--- config.mk ---
export PLATFORM = sky130hd
export DESIGN_NAME = sdram_cmd_tracker
export DESIGN_NICKNAME = d
export VERILOG_FILES = /design/src/rtl/sdram_trk_pkg.sv /design/src/rtl/sdram_bank_fsm.sv /design/src/rtl/sdram_req_judge.sv /design/src/rtl/sdram_pin_driver.sv /design/src/rtl/sdram_cmd_tracker.sv
export SDC_FILE = /design/constraint.sdc
export NUM_CORES = 1
export LEC_CHECK = 0
export BUFFER_PORTS_ARGS = -buffer_cell sky130_fd_sc_hd__buf_2
export CAP_MARGIN = 20
export CORE_MARGIN = 1
export CORE_UTILIZATION = 53
export DETAILED_ROUTE_END_ITERATION = 16
export PLACE_DENSITY = 0.8
export SLEW_MARGIN = 20
export SYNTH_ARGS = -nofsm -noshare
export SYNTH_HDL_FRONTEND = slang
export SYNTH_SLANG_ARGS = --single-unit
--- constraint.sdc ---
create_clock -name clk -period 2.4 [get_ports clk]
set_input_delay 0.24 -clock clk [delete_from_list [all_inputs] [get_ports clk]]
set_output_delay 0.24 -clock clk [all_outputs]
set_load 0.02 [all_outputs]
--- src/rtl/sdram_trk_pkg.sv ---
// Package: shared op codes, bank states, answer codes and pin patterns
// for the SDRAM command tracker. Assumes a 3-bit request op field.
package sdram_trk_pkg;

    typedef enum logic [2:0] {
        OP_ACT = 3'd0,
        OP_RD  = 3'd1,
        OP_WR  = 3'd2,
        OP_PRE = 3'd3,
        OP_REF = 3'd4,
        OP_MRS = 3'd5
    } op_e;

    typedef enum logic [1:0] {
        BK_IDLE,
        BK_OPEN,
        BK_CLOSING
    } bank_st_e;

    typedef enum logic [1:0] {
        RSP_NONE,
        RSP_ACC,
        RSP_STALL,
        RSP_ERR
    } resp_e;

    // {cs_n, ras_n, cas_n, we_n}
    localparam logic [3:0] PIN_ACT   = 4'b0011;
    localparam logic [3:0] PIN_RD    = 4'b0101;
    localparam logic [3:0] PIN_WR    = 4'b0100;
    localparam logic [3:0] PIN_PRE   = 4'b0010;
    localparam logic [3:0] PIN_REF   = 4'b0001;
    localparam logic [3:0] PIN_MRS   = 4'b0000;
    localparam logic [3:0] PIN_DESEL = 4'b1111;

endpackage

--- src/rtl/sdram_bank_fsm.sv ---
// Module: one bank's state and timer. Holds idle/open/closing and a
// down-counter whose meaning follows the state: activate-to-column delay
// while open, burst length while closing, precharge time while idle.
// Assumes the judge never strobes an operation that is illegal for the state
// and that every timing parameter is at least 1.
module sdram_bank_fsm
    import sdram_trk_pkg::*;
#(
    parameter int T_RCD     = 2,
    parameter int T_RP      = 2,
    parameter int BURST_LEN = 4
) (
    input  logic     clk,
    input  logic     rst_n,
    input  logic     act_i,
    input  logic     col_i,
    input  logic     ap_i,
    input  logic     pre_i,
    output bank_st_e st_o,
    output logic     rdy_o
);

    localparam int MAX_A = (T_RCD > T_RP) ? T_RCD : T_RP;
    localparam int MAX_V = (MAX_A > BURST_LEN) ? MAX_A : BURST_LEN;
    localparam int CW    = (MAX_V < 2) ? 1 : $clog2(MAX_V);
    localparam logic [CW-1:0] RCD_LD = CW'(T_RCD - 1);
    localparam logic [CW-1:0] RP_LD  = CW'(T_RP - 1);
    localparam logic [CW-1:0] BL_LD  = CW'(BURST_LEN - 1);

    bank_st_e      st;
    logic [CW-1:0] cnt;

    // State and counter update, highest priority first.
    always_ff @(posedge clk) begin
        if (!rst_n) begin
            st  <= BK_IDLE;
            cnt <= '0;
        end else if (act_i) begin
            st  <= BK_OPEN;
            cnt <= RCD_LD;
        end else if (col_i && ap_i) begin
            st  <= BK_CLOSING;
            cnt <= BL_LD;
        end else if (pre_i && st == BK_OPEN) begin
            st  <= BK_IDLE;
            cnt <= RP_LD;
        end else if (st == BK_CLOSING && cnt == '0) begin
            st  <= BK_IDLE;
            cnt <= RP_LD;
        end else if (cnt != '0) begin
            cnt <= cnt - 1'b1;
        end
    end

    assign st_o  = st;
    assign rdy_o = (cnt == '0);

endmodule

--- src/rtl/sdram_req_judge.sv ---
// Module: combinational decision on the presented request. Produces one
// answer (accept, stall, error or none) and per-bank strobes for a taken
// request. Assumes bank states and timer-done flags come from the bank FSMs
// and the shared hold-off timer.
module sdram_req_judge
    import sdram_trk_pkg::*;
#(
    parameter int BA_W = 2,
    localparam int NB  = 1 << BA_W
) (
    input  logic            req_valid,
    input  logic [2:0]      req_op,
    input  logic [BA_W-1:0] req_bank,
    input  logic            req_flag,
    input  bank_st_e        bank_st_i [NB],
    input  logic [NB-1:0]   bank_rdy_i,
    input  logic            quiet_done_i,
    output resp_e           resp_o,
    output logic [NB-1:0]   act_o,
    output logic [NB-1:0]   col_o,
    output logic            ap_o,
    output logic [NB-1:0]   pre_o
);

    bank_st_e sel_st;
    logic     sel_rdy, any_used, any_closing, all_rdy;
    logic     err, stl;

    // Summaries across all banks.
    always_comb begin
        any_used    = 1'b0;
        any_closing = 1'b0;
        for (int b = 0; b < NB; b++) begin
            any_used    = any_used | (bank_st_i[b] != BK_IDLE);
            any_closing = any_closing | (bank_st_i[b] == BK_CLOSING);
        end
        all_rdy = &bank_rdy_i;
        sel_st  = bank_st_i[req_bank];
        sel_rdy = bank_rdy_i[req_bank];
    end

    // Legality (error) and timing (stall) per operation.
    always_comb begin
        err = 1'b0;
        stl = 1'b0;
        case (req_op)
            OP_ACT: begin
                err = (sel_st == BK_OPEN);
                stl = (sel_st == BK_CLOSING) || !sel_rdy;
            end
            OP_RD, OP_WR: begin
                err = (sel_st != BK_OPEN);
                stl = !sel_rdy;
            end
            OP_PRE: begin
                stl = req_flag ? any_closing : (sel_st == BK_CLOSING);
            end
            OP_REF, OP_MRS: begin
                err = any_used;
                stl = !all_rdy;
            end
            default: err = 1'b1;
        endcase
        stl = stl | !quiet_done_i;
    end

    // Single answer, error ahead of stall.
    always_comb begin
        if (!req_valid)  resp_o = RSP_NONE;
        else if (err)    resp_o = RSP_ERR;
        else if (stl)    resp_o = RSP_STALL;
        else             resp_o = RSP_ACC;
    end

    // Per-bank strobes for a taken request.
    always_comb begin
        for (int b = 0; b < NB; b++) begin
            act_o[b] = (resp_o == RSP_ACC) && (req_op == OP_ACT) && (req_bank == BA_W'(b));
            col_o[b] = (resp_o == RSP_ACC) && (req_op == OP_RD || req_op == OP_WR)
                       && (req_bank == BA_W'(b));
            pre_o[b] = (resp_o == RSP_ACC) && (req_op == OP_PRE)
                       && (req_flag || req_bank == BA_W'(b));
        end
        ap_o = req_flag;
    end

endmodule

--- src/rtl/sdram_pin_driver.sv ---
// Module: registered command pins. Encodes a taken request onto the strobe,
// bank and address pins one clock later; drives deselect otherwise while
// bank and address hold. Assumes ROW_W > COL_W and that bit AP_BIT of the
// address carries the auto-close / all-banks flag.
module sdram_pin_driver
    import sdram_trk_pkg::*;
#(
    parameter int BA_W   = 2,
    parameter int ROW_W  = 13,
    parameter int COL_W  = 11,
    parameter int AP_BIT = 10
) (
    input  logic             clk,
    input  logic             rst_n,
    input  logic             issue_i,
    input  logic [2:0]       req_op,
    input  logic [BA_W-1:0]  req_bank,
    input  logic             req_flag,
    input  logic [ROW_W-1:0] req_row,
    input  logic [COL_W-1:0] req_col,
    output logic             sd_cs_n,
    output logic             sd_ras_n,
    output logic             sd_cas_n,
    output logic             sd_we_n,
    output logic [BA_W-1:0]  sd_ba,
    output logic [ROW_W-1:0] sd_addr
);

    logic [ROW_W-1:0] col_addr;
    logic [ROW_W-1:0] pre_addr;
    logic [3:0]       code;

    // Column bits skip over the flag position.
    for (genvar k = 0; k < COL_W; k++) begin : g_col
        if (k < AP_BIT) begin : g_lo
            assign col_addr[k] = req_col[k];
        end else begin : g_hi
            assign col_addr[k+1] = req_col[k];
        end
    end
    assign col_addr[AP_BIT] = req_flag;
    for (genvar k = COL_W + 1; k < ROW_W; k++) begin : g_pad
        assign col_addr[k] = 1'b0;
    end

    assign pre_addr = ROW_W'(req_flag) << AP_BIT;

    // Pin pattern for the presented op.
    always_comb begin
        case (req_op)
            OP_ACT:  code = PIN_ACT;
            OP_RD:   code = PIN_RD;
            OP_WR:   code = PIN_WR;
            OP_PRE:  code = PIN_PRE;
            OP_REF:  code = PIN_REF;
            OP_MRS:  code = PIN_MRS;
            default: code = PIN_DESEL;
        endcase
    end

    // Register the command, bank and address.
    always_ff @(posedge clk) begin
        if (!rst_n) begin
            {sd_cs_n, sd_ras_n, sd_cas_n, sd_we_n} <= PIN_DESEL;
            sd_ba   <= '0;
            sd_addr <= '0;
        end else if (issue_i) begin
            {sd_cs_n, sd_ras_n, sd_cas_n, sd_we_n} <= code;
            case (req_op)
                OP_ACT, OP_MRS: begin
                    sd_ba   <= req_bank;
                    sd_addr <= req_row;
                end
                OP_RD, OP_WR: begin
                    sd_ba   <= req_bank;
                    sd_addr <= col_addr;
                end
                OP_PRE: begin
                    sd_ba   <= req_bank;
                    sd_addr <= pre_addr;
                end
                default: begin
                    sd_ba   <= '0;
                    sd_addr <= '0;
                end
            endcase
        end else begin
            {sd_cs_n, sd_ras_n, sd_cas_n, sd_we_n} <= PIN_DESEL;
        end
    end

endmodule

--- src/rtl/sdram_cmd_tracker.sv ---
// Module: top of the SDRAM command tracker. Instantiates one state FSM per
// bank, the request judge, the pin driver, and a shared hold-off timer for
// refresh and mode load. Assumes the front end retries stalled requests.
module sdram_cmd_tracker
    import sdram_trk_pkg::*;
#(
    parameter int BA_W      = 2,
    parameter int ROW_W     = 13,
    parameter int COL_W     = 11,
    parameter int T_RCD     = 2,
    parameter int T_RP      = 2,
    parameter int BURST_LEN = 4,
    parameter int T_RFC     = 9,
    parameter int T_MRD     = 2,
    localparam int NB       = 1 << BA_W
) (
    input  logic             clk,
    input  logic             rst_n,
    input  logic             req_valid,
    input  logic [2:0]       req_op,
    input  logic [BA_W-1:0]  req_bank,
    input  logic             req_flag,
    input  logic [ROW_W-1:0] req_row,
    input  logic [COL_W-1:0] req_col,
    output logic             req_accept,
    output logic             req_stall,
    output logic             req_error,
    output logic             sd_cs_n,
    output logic             sd_ras_n,
    output logic             sd_cas_n,
    output logic             sd_we_n,
    output logic [BA_W-1:0]  sd_ba,
    output logic [ROW_W-1:0] sd_addr,
    output logic [NB-1:0]    bank_open
);

    localparam int QMAX = (T_RFC > T_MRD) ? T_RFC : T_MRD;
    localparam int QW   = (QMAX < 2) ? 1 : $clog2(QMAX);
    localparam logic [QW-1:0] RFC_LD = QW'(T_RFC - 1);
    localparam logic [QW-1:0] MRD_LD = QW'(T_MRD - 1);

    bank_st_e      bank_st [NB];
    logic [NB-1:0] bank_rdy, act_s, col_s, pre_s;
    logic          ap_s, issue;
    resp_e         resp;
    logic [QW-1:0] quiet_cnt;

    sdram_req_judge #(.BA_W(BA_W)) u_judge (
        .req_valid    (req_valid),
        .req_op       (req_op),
        .req_bank     (req_bank),
        .req_flag     (req_flag),
        .bank_st_i    (bank_st),
        .bank_rdy_i   (bank_rdy),
        .quiet_done_i (quiet_cnt == '0),
        .resp_o       (resp),
        .act_o        (act_s),
        .col_o        (col_s),
        .ap_o         (ap_s),
        .pre_o        (pre_s)
    );

    for (genvar g = 0; g < NB; g++) begin : g_bank
        sdram_bank_fsm #(
            .T_RCD     (T_RCD),
            .T_RP      (T_RP),
            .BURST_LEN (BURST_LEN)
        ) u_bank (
            .clk   (clk),
            .rst_n (rst_n),
            .act_i (act_s[g]),
            .col_i (col_s[g]),
            .ap_i  (ap_s),
            .pre_i (pre_s[g]),
            .st_o  (bank_st[g]),
            .rdy_o (bank_rdy[g])
        );
        assign bank_open[g] = (bank_st[g] != BK_IDLE);
    end

    assign issue      = (resp == RSP_ACC);
    assign req_accept = issue;
    assign req_stall  = (resp == RSP_STALL);
    assign req_error  = (resp == RSP_ERR);

    // Shared hold-off after refresh or mode load.
    always_ff @(posedge clk) begin
        if (!rst_n)                           quiet_cnt <= '0;
        else if (issue && req_op == OP_REF)   quiet_cnt <= RFC_LD;
        else if (issue && req_op == OP_MRS)   quiet_cnt <= MRD_LD;
        else if (quiet_cnt != '0)             quiet_cnt <= quiet_cnt - 1'b1;
    end

    sdram_pin_driver #(
        .BA_W  (BA_W),
        .ROW_W (ROW_W),
        .COL_W (COL_W)
    ) u_pins (
        .clk      (clk),
        .rst_n    (rst_n),
        .issue_i  (issue),
        .req_op   (req_op),
        .req_bank (req_bank),
        .req_flag (req_flag),
        .req_row  (req_row),
        .req_col  (req_col),
        .sd_cs_n  (sd_cs_n),
        .sd_ras_n (sd_ras_n),
        .sd_cas_n (sd_cas_n),
        .sd_we_n  (sd_we_n),
        .sd_ba    (sd_ba),
        .sd_addr  (sd_addr)
    );

endmodule

==> impl_metrics.csv <==
group,metric,value,unit
grt,grt_pass1_vias,2315,
synthesis,ys_ff_latch,39,
drt,drtPass1Iterations,4,
job,max_cap_viol_count,0,
timing,hold_viol,0,
setup_path,required,2.64,ns
floorplanning,start_util,0.5590,
synthesis,synth_top_cell_by_area,"dfxtp_1",
placement,dpl_cell_area,2829,sq um
placement,io_buffers,58,
drt,wl,7664,um
timing,tns,-0.02024,ns
status,violations,"negative setup slack",
drt,via_per_inst,6.244,
pwr,clkPwrFrac,0.270,
pwr,pwr_density_cell,691.3,nW/um^2
pwr,switching_power,803.0,uW
timing,finalSetupViolCount,2,
synthesis,netlist_top_cells_area,"dfxtp_1 35%, a21oi_1 5.3%, a22oi_1 5.3%",
setup_path,regToRegStartpoint,"g_bank[0].u_bank.st_o[1]",
grt,antenna_found_initial,0,
drt,via_count,2560,
timing,tightest_slew,0.7736,ns
floorplanning,die_w,67.19,um
drt,wire_per_inst,18.69,um
synthesis,syn_nets,297,
timing,relSlewSlack,0.4837,
setup_path,worstSetupStartpointType,"register",
synthesis,ys_seq_area_frac,0.3467,
drt,drt-initial-drc-count,293,
synthesis,synth_area_per_cell,8.596,sq um
worst_hold_path,hold_path.class,"input port to register",
clock_tree,tritoncts,"built",
setup_path,cp-startpoint,"g_bank[0].u_bank.st_o[1]",
clock_tree,insertion_delay,0.31,ns
pwr,p_sw_frac,0.3655,
setup_path,arrival,2.66,ns
grt,grt_util_all_layers,0.3349,
clock_tree,htree_levels,2,
floorplanning,die-area,4514,sq um
synthesis,async_reset_ff_frac,0,
pwr,finalPower,2197,uW
setup_path,r2r_slack,-0.01,ns
drt,drc,0,
clock_tree,cts.sinks,39,
timing,finalCritPeriodShare,1.006,
setup_path,rr_worst_depth,8,
clock_tree,ctsHoldBuffers,0,
drt,ant_nets,0,
floorplanning,dieHeight,67.19,um
timing,slew_viol_final,0,
floorplanning,io_pins,59,
status,outcome,"finished, violations left",
timing,fin_crit,2.414,ns
setup_path,path_class,"register to register",
pwr,leakage,0.001355,uW
setup_path,crit_path_end,"quiet_cnt[0]",
grt,overflow,0,
timing,fmax,0.4143,GHz
synthesis,yosys.area.top_type_share,0.3467,
synthesis,yosys_warnings,0,
clock_tree,clk_pin_slew_worst_paths,0.08,ns
pwr,cell_internal_pwr,1394,uW
synthesis,synth.distinct_cells,58,
placement,place.gp.congestion,1.050,
setup_path,worstPathMaxFanout,12,
timing,rsz0062_at_grt,"true",
synthesis,synth_area,2252,sq um
clock_tree,clockBufferDepth,2,
layout,synthToLayoutAreaGrowth,41.11,%
layout,drive_above_1_share,0.4306,
layout,diodes,0,
synthesis,synth_cells,262,
clock_tree,cts_buffers,5,
pwr,pwr-share-comb,0.380,
pwr,irDropWorstVdd,0.0004829,V
grt,grt_max_degree,24,
synthesis,synth_edf_count,0,
setup_path,critPathCaptureType,"register",
floorplanning,coreArea,4029,sq um
layout,stdcell_area,3178,sq um
timing,setup_ws,-0.01399,ns
synthesis,synth_flop_cell,"dfxtp_1",
placement,dp_hpwl,5049,um
floorplanning,rows,23,
layout,layout.nets,394,
clock_tree,root_buffer,"clkbuf_8",
setup_path,r2r_end,"quiet_cnt[0]",
timing,clock_skew,0.01319,ns
pwr,pwr-share-seq,0.350,
grt,grt_pass1_wl,11100,um
sequential cells by signal (all words and copies together) (netlist names):
name,flops
quiet_cnt,4
u_pins.sd_cas_n,1
u_pins.sd_ba,2
u_pins.sd_ras_n,1
u_pins.sd_we_n,1
u_pins.sd_cs_n,1
g_bank.u_bank.st_o,8
g_bank.u_bank.cnt,8
u_pins.sd_addr,13
worst max-delay path, cell delays in order (launching register included):
cell	delay, ns
dfxtp_2	0.34
buf_6	0.11
nor2b_4	0.12
mux4_2	0.50
o2bb2ai_4	0.17
or3_4	0.50
nor3_1	0.26
buf_4	0.19
mux2i_1	0.16
synth_stat cells (6+ instances only):
| library cell | instances |
|---|---|
| a211oi_1 | 12 |
| a21oi_1 | 24 |
| a22oi_1 | 16 |
| clkbuf_1 | 9 |
| dfxtp_1 | 39 |
| nand2_1 | 19 |
| nor2_1 | 15 |
| nor2b_1 | 9 |
| o221a_1 | 7 |
| or2_2 | 6 |
what timing repair did:
| action | 4_1_cts | 5_1_grt |
|---|---|---|
| resized for setup | 21 | 15 |
| setup endpoints to repair | 14 | 19 |
| setup buffers | 7 | 5 |
| pin swaps | 7 | 6 |
routing by layer:
metal	track usage	wire (um)	up-vias
li1	-	-	1192
met1	0.4332	3193	1210
met2	0.5113	3528	120
met3	0.08108	596	38
met4	0.1782	345	0
met5	0	0	-
metrics by stage:
step	util	cells	hold WS, ns	setup slack [ns]
floorplan	-	262	0.3943	0.06308
global placement	0.7022	393	0.4498	-0.1109
detailed placement	0.7022	393	0.4523	-0.2502
CTS	0.7575	405	0.2097	-0.03260
global route	0.7888	410	0.2061	-0.09574
finish	0.7888	410	0.2070	-0.01399
worst min path at each step:
stage / startpoint / endpoint / cells after the start
finish: req_row[10] / u_pins.sd_addr[10] / 3
global route: req_row[10] / u_pins.sd_addr[10] / 3
CTS: req_row[10] / u_pins.sd_addr[10] / 3
detailed placement: u_pins.sd_ba[0] / u_pins.sd_ba[0] / 2
global placement: u_pins.sd_ba[1] / u_pins.sd_ba[1] / 2
floorplan: req_row[12] / u_pins.sd_addr[12] / 2
kinds of logic (layout without fill, tap and decap cells):
logic type | after synthesis | after routing | synth area share
compound gates | 93 | 93 | 0.3045
buf+inv | 25 | 123 | 0.05611
simple gates | 95 | 95 | 0.2422
fa+ha+maj | 2 | 2 | 0.01111
xor+xnor | 3 | 3 | 0.01167
flops | 39 | 39 | 0.3467
mux | 5 | 5 | 0.02778
layout make-up:
type / instances / area, sq um
clock buffers: 6 / 82.58
clock inverters: 2 / 35.03
fillers: 269 / 850.8
inverters: 6 / 25.02
multi-input cells: 198 / 1483
flip-flops and latches: 39 / 785.8
well taps: 50 / 62.56
repair buffers: 109 / 704.4
placed cells by master (no fill, tap or decap), types with 4 or more instances in the layout:
cell      instances
clkbuf_8          6
mux2i_1           4
a22oi_1          16
nand2_1          19
nor2b_1           7
nor2_1           14
buf_2            55
o31a_1            4
a21oi_1          24
dfxtp_1          35
inv_1             5
nand3_1           5
dfxtp_2           4
and2_1            5
buf_4            50
nand4_1           4
or2_2             4
a211oi_1         11
nand2b_1          4
o221a_1           7
power groups by stage:
| stage | clock network (uW) | registers [uW] | logic, uW |
|---|---|---|---|
| finish | 594 | 769 | 834 |
| global route | 627 | 778 | 904 |
| CTS | 589 | 769 | 791 |
| detailed placement | 0 | 782 | 735 |
| global placement | 0 | 778 | 728 |
| floorplan | 0 | 827 | 463 |
Note: power is estimated with default switching activity, not from simulation.
